`src/rtl/pxd_pkg.sv`:
```
package pxd_pkg;
  // Register slot numbers taken from host A1..A0
  localparam logic [1:0] SLOT_DATA = 2'd0;
  localparam logic [1:0] SLOT_OFS  = 2'd1;
  localparam logic [1:0] SLOT_PAGE = 2'd2;
  localparam logic [1:0] SLOT_CTRL = 2'd3;

  typedef struct packed {
    logic ctrl_wr;
    logic page_wr;
    logic ofs_wr;
    logic data_rd;
    logic stat_rd;
  } pxd_strobe_t;

  typedef struct packed {
    logic rom;
    logic ram;
    logic io;
    logic mem;
  } pxd_win_t;
endpackage

```
`src/rtl/pxd_reg_decode.sv`:
```
module pxd_reg_decode
  import pxd_pkg::*;
#(
  parameter int          AW       = 16,
  parameter logic [7:0]  REG_PAGE = 8'hD1
) (
  input  logic          clk,
  input  logic          rst_n,
  input  logic          phi2,
  input  logic [AW-1:0] addr,
  input  logic          rw,
  input  logic          dev_on,
  output pxd_strobe_t   stb
);
  logic       hit;
  logic [1:0] slot;

  assign hit  = phi2 && (addr[AW-1:AW-8] == REG_PAGE);
  assign slot = addr[1:0];

  always_comb begin
    stb = '0;
    if (hit) begin
      stb.ctrl_wr = !rw && (slot == SLOT_CTRL);
      stb.page_wr = !rw && (slot == SLOT_PAGE) && dev_on;
      stb.ofs_wr  = !rw && (slot == SLOT_OFS)  && dev_on;
      stb.data_rd =  rw && (slot == SLOT_DATA) && dev_on;
      stb.stat_rd =  rw && (slot == SLOT_CTRL);
    end
  end


  strobe_phi2_chk: assert property (@(posedge clk) disable iff (!rst_n)
    !phi2 |-> (stb == '0));

  strobe_single_chk: assert property (@(posedge clk) disable iff (!rst_n)
    $onehot0(stb));
endmodule

```
`src/rtl/pxd_win_decode.sv`:
```
module pxd_win_decode
  import pxd_pkg::*;
#(
  parameter int         AW       = 16,
  parameter logic [4:0] WIN_BASE = 5'b11011
) (
  input  logic          clk,
  input  logic          rst_n,
  input  logic          phi2,
  input  logic [AW-1:0] addr,
  input  logic          dev_on,
  output pxd_win_t      win
);
  localparam int TOP = AW - 1;

  logic in_region;
  assign in_region = phi2 && dev_on && (addr[TOP:TOP-4] == WIN_BASE);

  always_comb begin
    win     = '0;
    win.rom = in_region && !addr[10];
    win.ram = in_region && (addr[10:9] == 2'b10);
    win.io  = in_region && (addr[10:8] == 3'b110);
    win.mem = in_region && (addr[10:8] == 3'b111);
  end


  win_onehot_chk: assert property (@(posedge clk) disable iff (!rst_n)
    $onehot0(win));

  win_off_chk: assert property (@(posedge clk) disable iff (!rst_n)
    !dev_on |-> (win == '0));
endmodule

```
`src/rtl/pxd_regs.sv`:
```
module pxd_regs
  import pxd_pkg::*;
#(
  parameter int DW = 8
) (
  input  logic          clk,
  input  logic          rst_n,
  input  pxd_strobe_t   stb,
  input  logic [DW-1:0] wdata,
  output logic          dev_on,
  output logic [DW-1:0] page_q,
  output logic [DW-1:0] ofs_q
);
  always_ff @(posedge clk) begin
    if (!rst_n) begin
      dev_on <= 1'b0;
      page_q <= '0;
      ofs_q  <= '0;
    end else begin
      if (stb.ctrl_wr) dev_on <= wdata[0];
      if (stb.page_wr) page_q <= wdata;
      if (stb.ofs_wr)  ofs_q  <= wdata;
    end
  end


  page_hold_chk: assert property (@(posedge clk) disable iff (!rst_n)
    !stb.page_wr |=> $stable(page_q));

  ofs_hold_chk: assert property (@(posedge clk) disable iff (!rst_n)
    !stb.ofs_wr |=> $stable(ofs_q));

  reset_clear_chk: assert property (@(posedge clk)
    !rst_n |=> (!dev_on && page_q == '0 && ofs_q == '0));
endmodule

```
`src/rtl/pxd_top.sv`:
```
module pxd_top
  import pxd_pkg::*;
#(
  parameter int         AW       = 16,
  parameter int         DW       = 8,
  parameter int         CAW      = 20,
  parameter logic [7:0] REG_PAGE = 8'hD1,
  parameter logic [4:0] WIN_BASE = 5'b11011
) (
  input  logic           clk,
  input  logic           rst_n,
  input  logic           phi2,
  input  logic [AW-1:0]  addr,
  input  logic           rw,
  input  logic [DW-1:0]  wdata,
  input  logic [DW-1:0]  card_data,
  input  logic           card_irq,
  output logic           rom_sel,
  output logic           ram_sel,
  output logic           io_sel,
  output logic           mem_sel,
  output logic [2:0]     rom_page,
  output logic           ram_page,
  output logic [CAW-1:0] card_addr,
  output logic           ctrl_wr,
  output logic           page_wr,
  output logic           ofs_wr,
  output logic           data_rd,
  output logic           stat_rd,
  output logic           rd_oe,
  output logic [DW-1:0]  rd_data,
  output logic           math_rom_off
);
  localparam int HIW = CAW - 16;

  pxd_strobe_t    stb;
  pxd_win_t       win;
  logic           dev_on;
  logic [DW-1:0]  page_q;
  logic [DW-1:0]  ofs_q;

  pxd_reg_decode #(.AW(AW), .REG_PAGE(REG_PAGE)) u_rdec (
    .clk(clk), .rst_n(rst_n), .phi2(phi2), .addr(addr), .rw(rw),
    .dev_on(dev_on), .stb(stb)
  );

  pxd_win_decode #(.AW(AW), .WIN_BASE(WIN_BASE)) u_wdec (
    .clk(clk), .rst_n(rst_n), .phi2(phi2), .addr(addr),
    .dev_on(dev_on), .win(win)
  );

  pxd_regs #(.DW(DW)) u_regs (
    .clk(clk), .rst_n(rst_n), .stb(stb), .wdata(wdata),
    .dev_on(dev_on), .page_q(page_q), .ofs_q(ofs_q)
  );

  assign rom_sel  = win.rom;
  assign ram_sel  = win.ram;
  assign io_sel   = win.io;
  assign mem_sel  = win.mem;
  assign rom_page = page_q[6:4];
  assign ram_page = page_q[7];

  // Host A8 picks the I/O form (no high bits) or the memory form
  assign card_addr = addr[8] ? {page_q[HIW-1:0], ofs_q, addr[7:0]}
                             : {{HIW{1'b0}}, ofs_q, addr[7:0]};

  assign ctrl_wr = stb.ctrl_wr;
  assign page_wr = stb.page_wr;
  assign ofs_wr  = stb.ofs_wr;
  assign data_rd = stb.data_rd;
  assign stat_rd = stb.stat_rd;

  always_comb begin
    rd_oe   = stb.data_rd | stb.stat_rd;
    rd_data = '0;
    if (stb.data_rd)      rd_data = card_data;
    else if (stb.stat_rd) rd_data = {{(DW-1){1'b0}}, card_irq};
  end

  assign math_rom_off = dev_on;


  rd_idle_chk: assert property (@(posedge clk) disable iff (!rst_n)
    !rd_oe |-> (rd_data == '0));

  math_off_win_chk: assert property (@(posedge clk) disable iff (!rst_n)
    (rom_sel | ram_sel | io_sel | mem_sel) |-> math_rom_off);

  ctrl_effect_chk: assert property (@(posedge clk) disable iff (!rst_n)
    ctrl_wr |=> (math_rom_off == $past(wdata[0])));
endmodule

```
`config.mk`:
```
export PLATFORM = sky130hd
export DESIGN_NAME = pxd_top
export DESIGN_NICKNAME = d
export VERILOG_FILES = /design/src/rtl/pxd_pkg.sv /design/src/rtl/pxd_reg_decode.sv /design/src/rtl/pxd_win_decode.sv /design/src/rtl/pxd_regs.sv /design/src/rtl/pxd_top.sv
export SDC_FILE = /design/constraint.sdc
export NUM_CORES = 1
export LEC_CHECK = 0
export CAP_MARGIN = 30
export CORE_UTILIZATION = 34
export CTS_CLUSTER_SIZE = 40
export DETAILED_ROUTE_END_ITERATION = 16
export GPL_ROUTABILITY_DRIVEN = 0
export PLACE_DENSITY = 0.84
export SYNTH_ARGS = -nofsm -noshare
export SYNTH_HDL_FRONTEND = slang
export SYNTH_SLANG_ARGS = --single-unit
export TNS_END_PERCENT = 100
```
`constraint.sdc`:
```
create_clock -name clk -period 2.6 [get_ports clk]
set_input_delay 0.39 -clock clk [delete_from_list [all_inputs] [get_ports clk]]
set_output_delay 0.39 -clock clk [all_outputs]
set_load 0.02 [all_outputs]
```
Word level (Yosys, flattened, before mapping)
Cells that the tools add are included.
{"block": "word_totals", "ff_bits": 17, "latch_bits": 0, "ram_bits": 0, "rom_bits": 0, "inputBits": 37, "out_inout_bits": 43, "elab_cells": 34, "n_memories": 0}
{"block": "classes", "n_addsub": 0, "mul": 0, "div_mod_pow": 0, "n_lt_le_gt_ge": 0, "eq_ne": 8, "n_shift": 0, "n_mux": 4, "n_bitwise": 1, "reduce_logical": 18}
{"operator": "2-to-1 mux 20 bit", "n": 1}
{"operator": "logical AND 1 bit", "n": 15}
{"operator": "equality test 8 bit (second input constant)", "n": 1}
{"operator": "2-to-1 mux 8 bit", "n": 1}
{"operator": "equality test 2 bit (second input constant)", "n": 3}
{"operator": "equality test 3 bit (second input constant)", "n": 2}
{"operator": "equality test 5 bit (second input constant)", "n": 1}
{"operator": "2-to-1 mux 5 bit", "n": 1}
{"operator": "equality test 2 x 1 -> 1 bit (second input constant)", "n": 1}
{"operator": "zero test 1 bit", "n": 2}
{"operator": "zero test 2 bit", "n": 1}
{"operator": "2-to-1 mux 1 bit", "n": 1}
{"operator": "OR 1 bit", "n": 1}

Logic depth before layout (Yosys ltp)
{"block": "logic_depth", "depth_word": 6, "depth_mapped": 4, "depth_no_buf": 3}

Modules after synthesis
From an unflattened synthesis, not the netlist that was laid out.
{"block": "hier_totals", "cells_unflattened": 99, "hier_area_um2": 987.2}
{"mod": "pxd_regs", "n_inst": 1, "cells_per_inst": 54, "area_per_inst_um2": 644.4, "seq_area_each_um2": 340.3}
{"mod": "pxd_top", "n_inst": 1, "cells_per_inst": 23, "area_per_inst_um2": 156.4, "seq_area_each_um2": 0.0}
{"mod": "pxd_reg_decode", "n_inst": 1, "cells_per_inst": 13, "area_per_inst_um2": 103.8, "seq_area_each_um2": 0.0}
{"mod": "pxd_win_decode", "n_inst": 1, "cells_per_inst": 9, "area_per_inst_um2": 82.6, "seq_area_each_um2": 0.0}

Worst setup path after synthesis
Ideal clock, no wire load.
{"block": "synth_timing", "path_type": "input port to output port", "from": "input port addr[11]", "to": "output port rd_data[0]", "t_arrival_ns": 2.133, "required_ns": 2.210, "slack_ns": 0.077, "cell_stages": 3, "n_path_buf": 0, "cell_sequence": "or4b_4 -> nor4_1 -> a22o_1"}
{"block": "synth_via", "elab_chain_len": 5}
{"element": "from (decl)", "line": "pxd_top.sv:13", "source": "input logic [AW-1:0] addr,"}
{"element": "equality test 8 bit", "line": "pxd_reg_decode.sv:18", "source": "assign hit = phi2 && (addr[AW-1:AW-8] == REG_PAGE);"}
{"element": "logical AND 1 bit", "line": "pxd_reg_decode.sv:18"}
{"element": "2-to-1 mux 5 bit", "line": "pxd_reg_decode.sv:23", "source": "if (hit) begin"}
{"element": "via stat_rd", "line": "pxd_top.sv:29", "source": "output logic stat_rd,"}
{"element": "2-to-1 mux 1 bit", "line": "pxd_top.sv:78", "source": "else if (stb.stat_rd) rd_data = {{(DW-1){1'b0}}, card_irq};"}
{"element": "2-to-1 mux 8 bit", "line": "pxd_top.sv:77", "source": "if (stb.data_rd) rd_data = card_data;"}
{"element": "to (decl)", "line": "pxd_top.sv:31", "source": "output logic [DW-1:0] rd_data,"}
The timed path passes the listed nets, and every way through them passes these cells.

Worst setup path after layout
{"block": "layout_timing", "from": "input port addr[11]", "to": "output port rd_data[0]"}
{"block": "layout_via", "elab_chain_len": 5}
{"element": "equality test 8 bit *", "line": "pxd_reg_decode.sv:18"}
{"element": "logical AND 1 bit *", "line": "pxd_reg_decode.sv:18"}
{"element": "2-to-1 mux 5 bit *", "line": "pxd_reg_decode.sv:23"}
{"element": "2-to-1 mux 1 bit", "line": "pxd_top.sv:78"}
{"element": "2-to-1 mux 8 bit *", "line": "pxd_top.sv:77"}
Every way passes the cells marked *; elsewhere a longest branch is shown, timed or not.

==> impl_metrics.ini <==
[grt]
grt_pass1_wl_um = 3950
first_global_vias = 980
grt_antenna_before_repair = 0
groute.usage.overall = 0.180
grt_max_degree = 15
overall_overflow_remaining_after_global_route = 0

[drt]
drt_drc_violations_left = 0
vias = 1026
drt_iter0_drc = 10
avgViaCountPerCell = 4.91
wire_per_inst_um = 13.1
first_pass_iters = 4
route.antenna.remaining_nets = 0
detail_route.wirelength_um = 2750

[clock_network]
clk_latency_ps = 290
clock_path_buffers = 2
cts.root.buffer_cell = sky130_fd_sc_hd__clkbuf_4
clock_tree.htree_level_count = 1
cts_made_buffers = 3
tritoncts = built
total_number_of_clock_tree_sinks = 17
path_clk_slew_ps = 90

[worst_setup_path]
path_class = primary input to primary output
cp_num_buf_inv = 4
critical_path.most_common_cell = sky130_fd_sc_hd__buf_4
path_cells = clkdlybuf4s50_1 -> or4b_4 -> buf_4 -> nor4_2 -> buf_4 -> a22o_1 -> buf_4
crit_path_max_incr_delay_ps = 570
critical-path-top-delay-family = buffers and inverters
critical-path-slowest-cell = sky130_fd_sc_hd__or4b_4
rr_worst_depth = 4
worst_setup_path_start_kind = primary input
r2r-start = u_regs.dev_on
worst-endpoint-required_ps = 2210
setup.worst_path.end_class = primary output
destination_of_the_worst_register_to_register_timing_path = u_regs.ofs_q[4]
critical_path.max_fanout = 3
worstPathArrival_ps = 2190
worst-r2r-setup-slack_ps = 890

[sta]
worstMarginPinSlew_ps = 434
post-route-min-period_ps = 2580
timing.fmax_mhz = 388
finalHoldViolCount = 0
fin_skew_ps = 6.16
final_worst_path_period_share = 0.992
finalSetupViolations = 0
timing.final.max_slew_violations = 0
maxSlewHeadroom = 0.710
final.setup.worst_slack_ps = 21.9
worst_hold_slack_ps = 461
grt_setup_unrepaired = yes

[synth]
synth_warnings = 0
synthDistinctLibCells = 23
post_synth.cell_area_avg_um2 = 8.99
post_synth_design_cell_area_um2 = 962
yosys_most_used_dff = sky130_fd_sc_hd__dfxtp_1
mappedNetlistNets = 144
synth-edff-count = 0
synth-seq-area-share = 0.354
yosys_register_bits = 17
ys_async_sr_fraction = 0
synthCells = 107

[finish]
antennaDiodeCount = 0
most-common-layout-cells = 48 x sky130_fd_sc_hd__clkdlybuf4s50_1, 26 x sky130_fd_sc_hd__nand2_1, 22 x sky130_fd_sc_hd__buf_4
layout-area-overhead-vs-synth_pct = 77.5
layout-drive-gt1-share = 0.235
final_util = 0.665
design.final.nets = 217
layoutNonFillerInstCount = 209
final_common_cell = sky130_fd_sc_hd__clkdlybuf4s50_1
filler_cell_count = 210

[floorplan]
die_x_um = 55.2
boundaryPins = 80
placement_rows = 18
die_area_um2 = 3050
die_h_um = 55.2
start_util = 0.375
core_area_um2 = 2570

[flow_run]
maxCapViolCount = 0

[power]
leakage_nw = 0.784
switch_share = 0.234
vdd_drop_max_mv = 0.236
p_int_w = 0.000371
clkPwrFrac = 0.291
sequentialPowerShare = 0.537
combPwrFrac = 0.172
power_dissipated_by_switching_net_loads_w = 0.000113
power.density_cell_area_nw_per_um2 = 284

[place]
dpl.hpwl_um = 2220
numPlacedInstances = 202
numPortBuffers = 67
pre_cts_ws_ps = -374

[worst_hold_path]
hold_path_end = u_regs.page_q[3]
hold_path.startpoint = u_regs.page_q[3]
class_of_the_worst_hold_path = flip-flop to flip-flop
hold_crit_depth = 2

[status]
status = completed
-- state kept, by name (all words and copies together), names as in the netlist --
register       flops
u_regs.dev_on      1
u_regs.page_q      8
u_regs.ofs_q       8
-- cell families (layout without fill, tap and decap cells) --
logic type / count (synthesis) / count (layout) / share of synthesized area
flops: 17 / 17 / 0.354
simple gates: 55 / 55 / 0.342
mux: 17 / 17 / 0.177
buf+inv: 17 / 89 / 0.118
compound gates: 1 / 1 / 0.00910
-- through the flow --
| stage | setup TNS [ps] | area, um^2 | power [W] |
|---|---|---|---|
| detailed placement | -4800 | 1670 | 0.000348 |
| global route | -38.0 | 1710 | 0.000509 |
| finish | 0 | 1710 | 0.000485 |
| CTS | 0 | 1680 | 0.000488 |
| global placement | -4440 | 1670 | 0.000346 |
| floorplan | 0 | 962 | 0.000298 |
-- timing repair --
action	4_1_cts	5_1_grt
endpoints found under the setup margin	17	11
buffers inserted	3	0
hold buffers	0	0
gates resized for setup	54	17
pin swaps	2	1
-- power by group through the flow --
stage | registers, W | logic, W | clock network [W]
final | 0.000260 | 0.0000835 | 0.000141
after global routing | 0.000260 | 0.0000903 | 0.000158
after CTS | 0.000260 | 0.0000831 | 0.000145
after detailed placement | 0.000266 | 0.0000815 | 0
after global placement | 0.000266 | 0.0000794 | 0
after floorplan | 0.000266 | 0.0000319 | 0
-- worst max path at each step --
stage,start,endpoint,cells past startpoint
final,addr[11],rd_data[0],7
after global routing,addr[11],rd_data[0],7
after CTS,addr[9],rd_data[2],7
after detailed placement,addr[11],ofs_wr,5
after global placement,addr[11],ofs_wr,5
after floorplan,addr[11],rd_data[0],3
-- Yosys cell counts, drive strengths merged, types with 3 or more instances --
| cell | number | area (um^2) |
|---|---|---|
| buf | 13 | 98.8 |
| clkbuf | 3 | 11.3 |
| dfxtp | 17 | 340 |
| or4bb | 3 | 33.8 |
| and2 | 11 | 68.8 |
| nand2 | 26 | 97.6 |
| nor4 | 5 | 46.3 |
| mux2i | 17 | 170 |
-- tightest hold or removal path: stages, from the launching register on --
cell	delay, ps
sky130_fd_sc_hd__dfxtp_1	320
sky130_fd_sc_hd__nand2_1	50
sky130_fd_sc_hd__mux2i_1	50
-- final cells by class --
cell class	instances	area, um^2	share of cell area
repair buffers	84	758	0.444
clock buffers	3	22.5	0.0132
inverters	1	3.75	0.00220
well taps	30	37.5	0.0220
flip-flops and latches	17	340	0.199
multi-input cells	73	541	0.316
clock inverters	1	5.00	0.00293
-- metal layers --
metal  GRT usage  vias to the layer above  wire length, um
li1            -                      501                -
met1       0.183                      454              998
met2       0.355                       68             1340
met3      0.0464                        3              386
met4      0.0500                        0               27
met5           0                        -                0
No activity file was read; power rests on OpenSTA's default activity.
